**config.mk**
```make
export PLATFORM = sky130hd
export DESIGN_NAME = dma_chan
export DESIGN_NICKNAME = d
export VERILOG_FILES = /design/src/rtl/dma_chan_pkg.sv /design/src/rtl/dma_addr_step.sv /design/src/rtl/dma_downcnt.sv /design/src/rtl/dma_chan.sv
export SDC_FILE = /design/constraint.sdc
export NUM_CORES = 1
export LEC_CHECK = 0
export BUFFER_PORTS_ARGS = -buffer_cell sky130_fd_sc_hd__clkbuf_2
export CAP_MARGIN = 20
export CORE_MARGIN = 10
export CORE_UTILIZATION = 55
export DETAILED_ROUTE_END_ITERATION = 10
export PLACE_DENSITY_LB_ADDON = 0.08
export SLEW_MARGIN = 15
export SYNTH_ARGS = -nofsm -noshare
export SYNTH_HDL_FRONTEND = slang
export SYNTH_SLANG_ARGS = --single-unit
export TNS_END_PERCENT = 100
```
**constraint.sdc**
```tcl
create_clock -name clk -period 4.8 [get_ports clk]
set_input_delay 0.72 -clock clk [delete_from_list [all_inputs] [get_ports clk]]
set_output_delay 0.72 -clock clk [all_outputs]
set_load 0.01 [all_outputs]
```
**src/rtl/dma_chan_pkg.sv**
```systemverilog
package dma_chan_pkg;

    typedef enum logic [1:0] {
        XM_SINGLE = 2'd0,
        XM_DEMAND = 2'd1,
        XM_STEP   = 2'd2,
        XM_BURST  = 2'd3
    } xfer_mode_e;

    typedef enum logic [1:0] {
        AS_FIXED = 2'd0,
        AS_INC   = 2'd1,
        AS_DEC   = 2'd2,
        AS_HOLD  = 2'd3
    } addr_step_e;

    typedef enum logic [2:0] {
        S_IDLE,
        S_ARMED,
        S_BUSREQ,
        S_T1,
        S_T2,
        S_T3,
        S_CPU,
        S_DONE
    } ch_state_e;

    typedef struct packed {
        xfer_mode_e mode;
        addr_step_e step;
        logic       word;
        logic       m2m;
        logic       memrd;
    } ch_cfg_t;

endpackage

```
**src/rtl/dma_addr_step.sv**
```systemverilog
module dma_addr_step
    import dma_chan_pkg::*;
#(
    parameter int AW = 24
) (
    input  logic [AW-1:0] cur,
    input  addr_step_e    step,
    input  logic          word,
    output logic [AW-1:0] nxt
);
    logic [AW-1:0] delta;

    always_comb begin
        delta = {{(AW-2){1'b0}}, word, ~word};
        unique case (step)
            AS_INC:  nxt = cur + delta;
            AS_DEC:  nxt = cur - delta;
            default: nxt = cur;
        endcase
    end
endmodule

```
**src/rtl/dma_downcnt.sv**
```systemverilog
module dma_downcnt #(
    parameter int W = 8
) (
    input  logic         clk,
    input  logic         rst_n,
    input  logic         load,
    input  logic [W-1:0] ld_val,
    input  logic         dec,
    output logic [W-1:0] cnt
);
    always_ff @(posedge clk or negedge rst_n) begin
        if (!rst_n)
            cnt <= '0;
        else if (load)
            cnt <= ld_val;
        else if (dec)
            cnt <= cnt - W'(1);
    end

    // the counter is never stepped below zero
    p_no_underflow_r11: assert property (@(posedge clk) disable iff (!rst_n)
        (dec && !load) |-> (cnt != '0));
endmodule

```
**src/rtl/dma_chan.sv**
```systemverilog
module dma_chan
    import dma_chan_pkg::*;
#(
    parameter int AW = 24,
    parameter int CW = 21,
    parameter int BW = 4
) (
    input  logic          clk,
    input  logic          rst_n,
    input  logic          cfg_load,
    input  logic [AW-1:0] cfg_addr,
    input  logic [AW-1:0] cfg_dst,
    input  logic [CW-1:0] cfg_count,
    input  logic [1:0]    cfg_mode,
    input  logic          cfg_word,
    input  logic [1:0]    cfg_step,
    input  logic          cfg_m2m,
    input  logic          cfg_memrd,
    input  logic [BW-1:0] cfg_burst,
    input  logic          req_ext,
    input  logic          req_per,
    input  logic          req_sw,
    input  logic          bus_gnt,
    input  logic          cpu_done,
    input  logic          bus_rdy,
    output logic          bus_req,
    output logic          dack,
    output logic [AW-1:0] bus_addr,
    output logic          bus_rd,
    output logic          bus_wr,
    output logic          bus_word,
    output logic          tc_end,
    output logic          ch_active
);
    localparam int NPTR = 2;

    ch_state_e     state, state_nx;
    ch_cfg_t       cfg_q;
    logic [BW-1:0] burst_q;
    logic          phase_q;
    logic [AW-1:0] ptr_q  [NPTR];
    logic [AW-1:0] ptr_nx [NPTR];
    logic [CW-1:0] tc_cnt;
    logic [BW-1:0] bc_cnt;

    logic req_any, xfer_end, tc_last, burst_more, load_ok, in_bus, strobe, wr_phase;

    assign req_any    = req_ext | req_per | req_sw;
    assign load_ok    = (state == S_IDLE) && cfg_load;
    assign xfer_end   = (state == S_T3) && bus_rdy && (!cfg_q.m2m || phase_q);
    assign tc_last    = (tc_cnt == CW'(1));
    assign burst_more = xfer_end && (cfg_q.mode == XM_BURST) && !tc_last && (bc_cnt != '0);

    dma_downcnt #(.W(CW)) u_tc (
        .clk(clk), .rst_n(rst_n), .load(load_ok), .ld_val(cfg_count),
        .dec(xfer_end), .cnt(tc_cnt)
    );

    dma_downcnt #(.W(BW)) u_bc (
        .clk(clk), .rst_n(rst_n), .load((state == S_ARMED) && req_any),
        .ld_val(burst_q), .dec(burst_more), .cnt(bc_cnt)
    );

    for (genvar g = 0; g < NPTR; g++) begin : g_ptr
        dma_addr_step #(.AW(AW)) u_step (
            .cur(ptr_q[g]), .step(cfg_q.step), .word(cfg_q.word), .nxt(ptr_nx[g])
        );
    end

    // next-state logic
    always_comb begin
        state_nx = state;
        unique case (state)
            S_IDLE:   if (cfg_load && (cfg_count != '0)) state_nx = S_ARMED;
            S_ARMED:  if (req_any) state_nx = S_BUSREQ;
            S_BUSREQ: if (bus_gnt) state_nx = S_T1;
            S_T1:     state_nx = S_T2;
            S_T2:     state_nx = S_T3;
            S_T3: begin
                if (!bus_rdy)
                    state_nx = S_T3;
                else if (!xfer_end)
                    state_nx = S_T1;
                else if (tc_last)
                    state_nx = S_DONE;
                else begin
                    unique case (cfg_q.mode)
                        XM_SINGLE: state_nx = S_ARMED;
                        XM_DEMAND: state_nx = req_any ? S_T1 : S_ARMED;
                        XM_STEP:   state_nx = S_CPU;
                        XM_BURST:  state_nx = burst_more ? S_T1 : S_ARMED;
                        default:   state_nx = S_ARMED;
                    endcase
                end
            end
            S_CPU:    if (cpu_done) state_nx = S_BUSREQ;
            S_DONE:   state_nx = S_IDLE;
            default:  state_nx = S_IDLE;
        endcase
    end

    // state register
    always_ff @(posedge clk or negedge rst_n) begin
        if (!rst_n) state <= S_IDLE;
        else        state <= state_nx;
    end

    // configuration, phase and address registers
    always_ff @(posedge clk or negedge rst_n) begin
        if (!rst_n) begin
            cfg_q    <= '0;
            burst_q  <= '0;
            phase_q  <= 1'b0;
            ptr_q[0] <= '0;
            ptr_q[1] <= '0;
        end else begin
            if (load_ok) begin
                cfg_q    <= '{mode: xfer_mode_e'(cfg_mode), step: addr_step_e'(cfg_step),
                              word: cfg_word, m2m: cfg_m2m, memrd: cfg_memrd};
                burst_q  <= cfg_burst;
                phase_q  <= 1'b0;
                ptr_q[0] <= cfg_addr;
                ptr_q[1] <= cfg_dst;
            end
            if ((state == S_T3) && bus_rdy)
                phase_q <= cfg_q.m2m && !phase_q;
            if (xfer_end) begin
                ptr_q[0] <= ptr_nx[0];
                if (cfg_q.m2m) ptr_q[1] <= ptr_nx[1];
            end
        end
    end

    // outputs decoded from state
    always_comb begin
        in_bus    = (state == S_T1) || (state == S_T2) || (state == S_T3);
        strobe    = (state == S_T2) || (state == S_T3);
        wr_phase  = cfg_q.m2m ? phase_q : !cfg_q.memrd;
        bus_req   = in_bus || (state == S_BUSREQ);
        dack      = in_bus;
        bus_addr  = in_bus ? (phase_q ? ptr_q[1] : ptr_q[0]) : '0;
        bus_rd    = strobe && !wr_phase;
        bus_wr    = strobe && wr_phase;
        bus_word  = in_bus && cfg_q.word;
        tc_end    = (state == S_DONE);
        ch_active = (state != S_IDLE) && (state != S_DONE);
    end

    p_strobe_excl_r9: assert property (@(posedge clk) disable iff (!rst_n)
        !(bus_rd && bus_wr));

    p_dack_has_req_r4: assert property (@(posedge clk) disable iff (!rst_n)
        dack |-> bus_req);

    p_wait_stretch_r3: assert property (@(posedge clk) disable iff (!rst_n)
        ((state == S_T3) && !bus_rdy) |=> ((state == S_T3) && $stable(bus_addr)));

    p_addr_phase_r3: assert property (@(posedge clk) disable iff (!rst_n)
        (state == S_T1) |=> (state == S_T2));

    p_end_pulse_r11: assert property (@(posedge clk) disable iff (!rst_n)
        tc_end |=> (!tc_end && !ch_active));

    p_step_release_r7: assert property (@(posedge clk) disable iff (!rst_n)
        (xfer_end && (cfg_q.mode == XM_STEP) && !tc_last) |=> !bus_req);
endmodule

```
==> impl_metrics.env <==
export IMPL_first_pass_iters=5
export IMPL_sw_frac_of_total_pct=49.24
export IMPL_htree_levels=3
export IMPL_finalInstanceArea_um2=7913
export IMPL_leakagePower_nw=3.634
export IMPL_async_reset_ff_share_pct=100.0
export IMPL_hold_viol=0
export IMPL_p_seq_share_pct=23.6
export IMPL_rows=40
export IMPL_io_buffers=119
export IMPL_wl_per_cell_um=19.26
export IMPL_yosysSeqAreaShare_pct=32.18
export IMPL_slew_violations=0
export IMPL_cts_buffers=9
export IMPL_cp_required_ns=5.06
export IMPL_clock_sinks=88
export IMPL_post_cts_buffers=0
export IMPL_dieArea_um2=17310
export IMPL_synth_warnings=0
export IMPL_worst_setup_path_start_kind="flop"
export IMPL_fmax_mhz=268.7
export IMPL_clk_latency_ns=0.36
export IMPL_final_nets=1071
export IMPL_worstSetupEndpointType="flop"
export IMPL_skew_ns=0.005066
export IMPL_ys_types=61
export IMPL_grt_overflow=0
export IMPL_post_cts_resized=0
export IMPL_tightest_slew_ns=0.8061
export IMPL_internal_power_mw=3.291
export IMPL_worst_hold_slack_ns=0.3293
export IMPL_synth_cell_area_um2=6844
export IMPL_slew_headroom_pct=46.13
export IMPL_ys_ff_latch=88
export IMPL_synth_edff_count=0
export IMPL_die_x_um=131.6
export IMPL_worstHoldPathType="input pin to asynchronous set/reset pin"
export IMPL_dr_first_iter_drc_count=564
export IMPL_fill_cells=1043
export IMPL_rsz0062_at_grt="false"
export IMPL_layout_commonest_cell="clkbuf_2"
export IMPL_mostFrequentLayoutCells="clkbuf_2, a21oi_1, dfrtp_1"
export IMPL_outcome="finished clean"
export IMPL_place_congestion=0.8995
export IMPL_setup_violations=0
export IMPL_cts_clk_slew_worst_paths_ns=0.07
export IMPL_grt_pass1_vias=6722
export IMPL_seqCellArea_um2=2202
export IMPL_holdBufCountCts=0
export IMPL_antenna_found_initial=0
export IMPL_ioPinCount=120
export IMPL_grt_pass1_wl_um=34490
export IMPL_powerDensity_nw_per_um2=819.4
export IMPL_grt_max_degree=51
export IMPL_min_period_over_period_pct=77.53
export IMPL_hpwl_um=15890
export IMPL_syn_num_nets=969
export IMPL_detail_route_vias_per_cell=6.189
export IMPL_core_area_um2=12110
export IMPL_areaGrowthSynthToFinish_pct=15.61
export IMPL_drc=0
export IMPL_placed_area_um2=7576
export IMPL_via_count=6820
export IMPL_final_antenna_net_count=0
export IMPL_grt_usage_pct=23.91
export IMPL_post_route_cells_drive_above_1_share_pct=17.45
export IMPL_cts_root_buf="clkbuf_16"
export IMPL_tns_ns=0
export IMPL_initial_core_util_pct=56.51
export IMPL_antenna_diode_count=0
export IMPL_routed_wl_um=21230
export IMPL_timing_critical_path_arrival_ns=3.98
export IMPL_comb_power_share_pct=64.4
export IMPL_fin_crit_ns=3.721
export IMPL_multi_input_area_um2=4397
export IMPL_die_h_um=131.6
export IMPL_avgSynthCellArea_um2=8.276
export IMPL_cap_violations=0
export IMPL_tritoncts="built"
export IMPL_p_sw_mw=3.192
export IMPL_syn_inst=827
export IMPL_ys_flop_type="dfrtp_1"
export IMPL_path_max_fanout=30
export IMPL_cts_buffer_depth=2
export IMPL_peakVddDrop_mv=0.4187
export IMPL_p_clk_share_pct=12.1
export IMPL_crit_type="flop to flop"
[area by class of cell]
class | count | share of cell area [%]
clock buffers | 10 | 2.894
clock inverters | 6 | 1.170
inverters | 27 | 1.281
multi-input cells | 674 | 55.57
flip-flops and latches | 88 | 27.83
well taps | 168 | 2.657
repair buffers | 129 | 8.602
[synth_stat cells (3+ instances only)]
cell type	count	share of area [%]
a31o_2	4	0.51
nor3b_1	4	0.44
nand4_1	7	0.64
and3_1	10	0.91
clkbuf_1	24	1.3
xor2_1	20	2.6
dfrtp_1	88	32
o221ai_1	5	0.64
xnor2_1	17	2.2
a211o_1	4	0.51
a211oi_1	8	0.88
or3_1	7	0.64
inv_1	27	1.5
nor4_1	11	1.0
o21a_1	8	0.88
nor3_1	16	1.2
nor2b_1	7	0.64
and2_1	3	0.27
buf_2	7	0.51
a21oi_1	91	6.7
nand2_1	81	4.4
o31ai_1	3	0.33
a221o_1	7	1.0
nand3_1	21	1.5
a21o_1	15	1.6
ha_1	51	9.3
nor2_1	88	4.8
o311ai_0	10	1.3
a311oi_1	3	0.38
a21boi_0	4	0.44
buf_1	6	0.33
a31oi_1	9	0.82
mux2i_1	25	3.7
o22ai_1	30	2.7
o21bai_1	7	0.77
o211ai_1	9	0.99
o21ai_0	49	3.6
a22oi_1	5	0.55
or4_1	3	0.33
nand2b_1	6	0.55
[routing by layer]
| layer | vias up | track usage [%] | share of wire (%) |
|---|---|---|---|
| met5 | - | 0 | 0 |
| met2 | 279 | 38.06 | 47 |
| li1 | 3274 | - | - |
| met4 | 0 | 6.613 | 1.7 |
| met3 | 29 | 4.726 | 7.9 |
| met1 | 3238 | 32.26 | 44 |
[state kept, by name, summed over array words and instances, names as in the netlist]
| name | cells |
|---|---|
| burst_q | 4 |
| u_bc.cnt | 4 |
| cfg_q | 7 |
| phase_q | 1 |
| state | 3 |
| ptr_q | 48 |
| u_tc.cnt | 21 |
[path summary, 6_finish.rpt]
check | start | endpoint | slack [ns] | cells after the start
max | cfg_q[3]$_DFFE_PN0P_ | ptr_q[21]$_DFFE_PN0P_ | 1.08 | 12
min | rst_n | u_bc.cnt[3]$_DFFE_PN0P_ | 0.33 | 1
max reg2reg | cfg_q[3]$_DFFE_PN0P_ | ptr_q[21]$_DFFE_PN0P_ | 1.08 | 12
min reg2reg | cfg_q[0]$_DFFE_PN0P_ | cfg_q[0]$_DFFE_PN0P_ | 0.49 | 2
max in group asynchronous | rst_n | ptr_q[37]$_DFFE_PN0P_ | 3.39 | 2
min in group clk | cfg_q[0]$_DFFE_PN0P_ | cfg_q[0]$_DFFE_PN0P_ | 0.49 | 2
[critical path: stages (launching register included)]
cell and delay (ns):
dfrtp_1 0.38, inv_1 0.08, ha_2 0.62, nor2b_1 0.49
ha_1 0.32, nor2b_1 0.14, o31a_1 0.29, o311ai_2 0.31
o31ai_2 0.16, o21bai_1 0.20, a21oi_1 0.13, o2111a_1 0.25
nor4_1 0.25
[metrics by stage]
step	power, mW	setup WS [ns]	utilization [%]	instances
final	6.483	1.079	65.33	1102
after global placement	5.453	1.256	62.55	1085
after floorplan	4.535	0.8840	-	827
after global routing	7.046	0.8479	65.33	1102
after CTS	6.413	1.069	65.21	1101
after detailed placement	5.589	1.092	62.55	1085
[cells by family after synthesis]
family | Yosys count | share of synthesized area, %
buf+inv | 65 | 3.748
flops | 88 | 32.18
fa+ha+maj | 53 | 9.909
compound gates | 283 | 26.40
mux | 26 | 3.821
simple gates | 275 | 19.21
xor+xnor | 37 | 4.735
[power by group through the flow]
stage / logic, mW / clock network [mW] / registers, mW
2_1_floorplan: 3.19 / 0 / 1.34
3_3_place_gp: 3.95 / 0 / 1.50
3_5_place_dp: 4.06 / 0 / 1.52
4_1_cts: 4.11 / 0.786 / 1.51
5_1_grt: 4.65 / 0.819 / 1.58
6_report: 4.17 / 0.783 / 1.53
No activity file was read; power rests on OpenSTA's default activity.
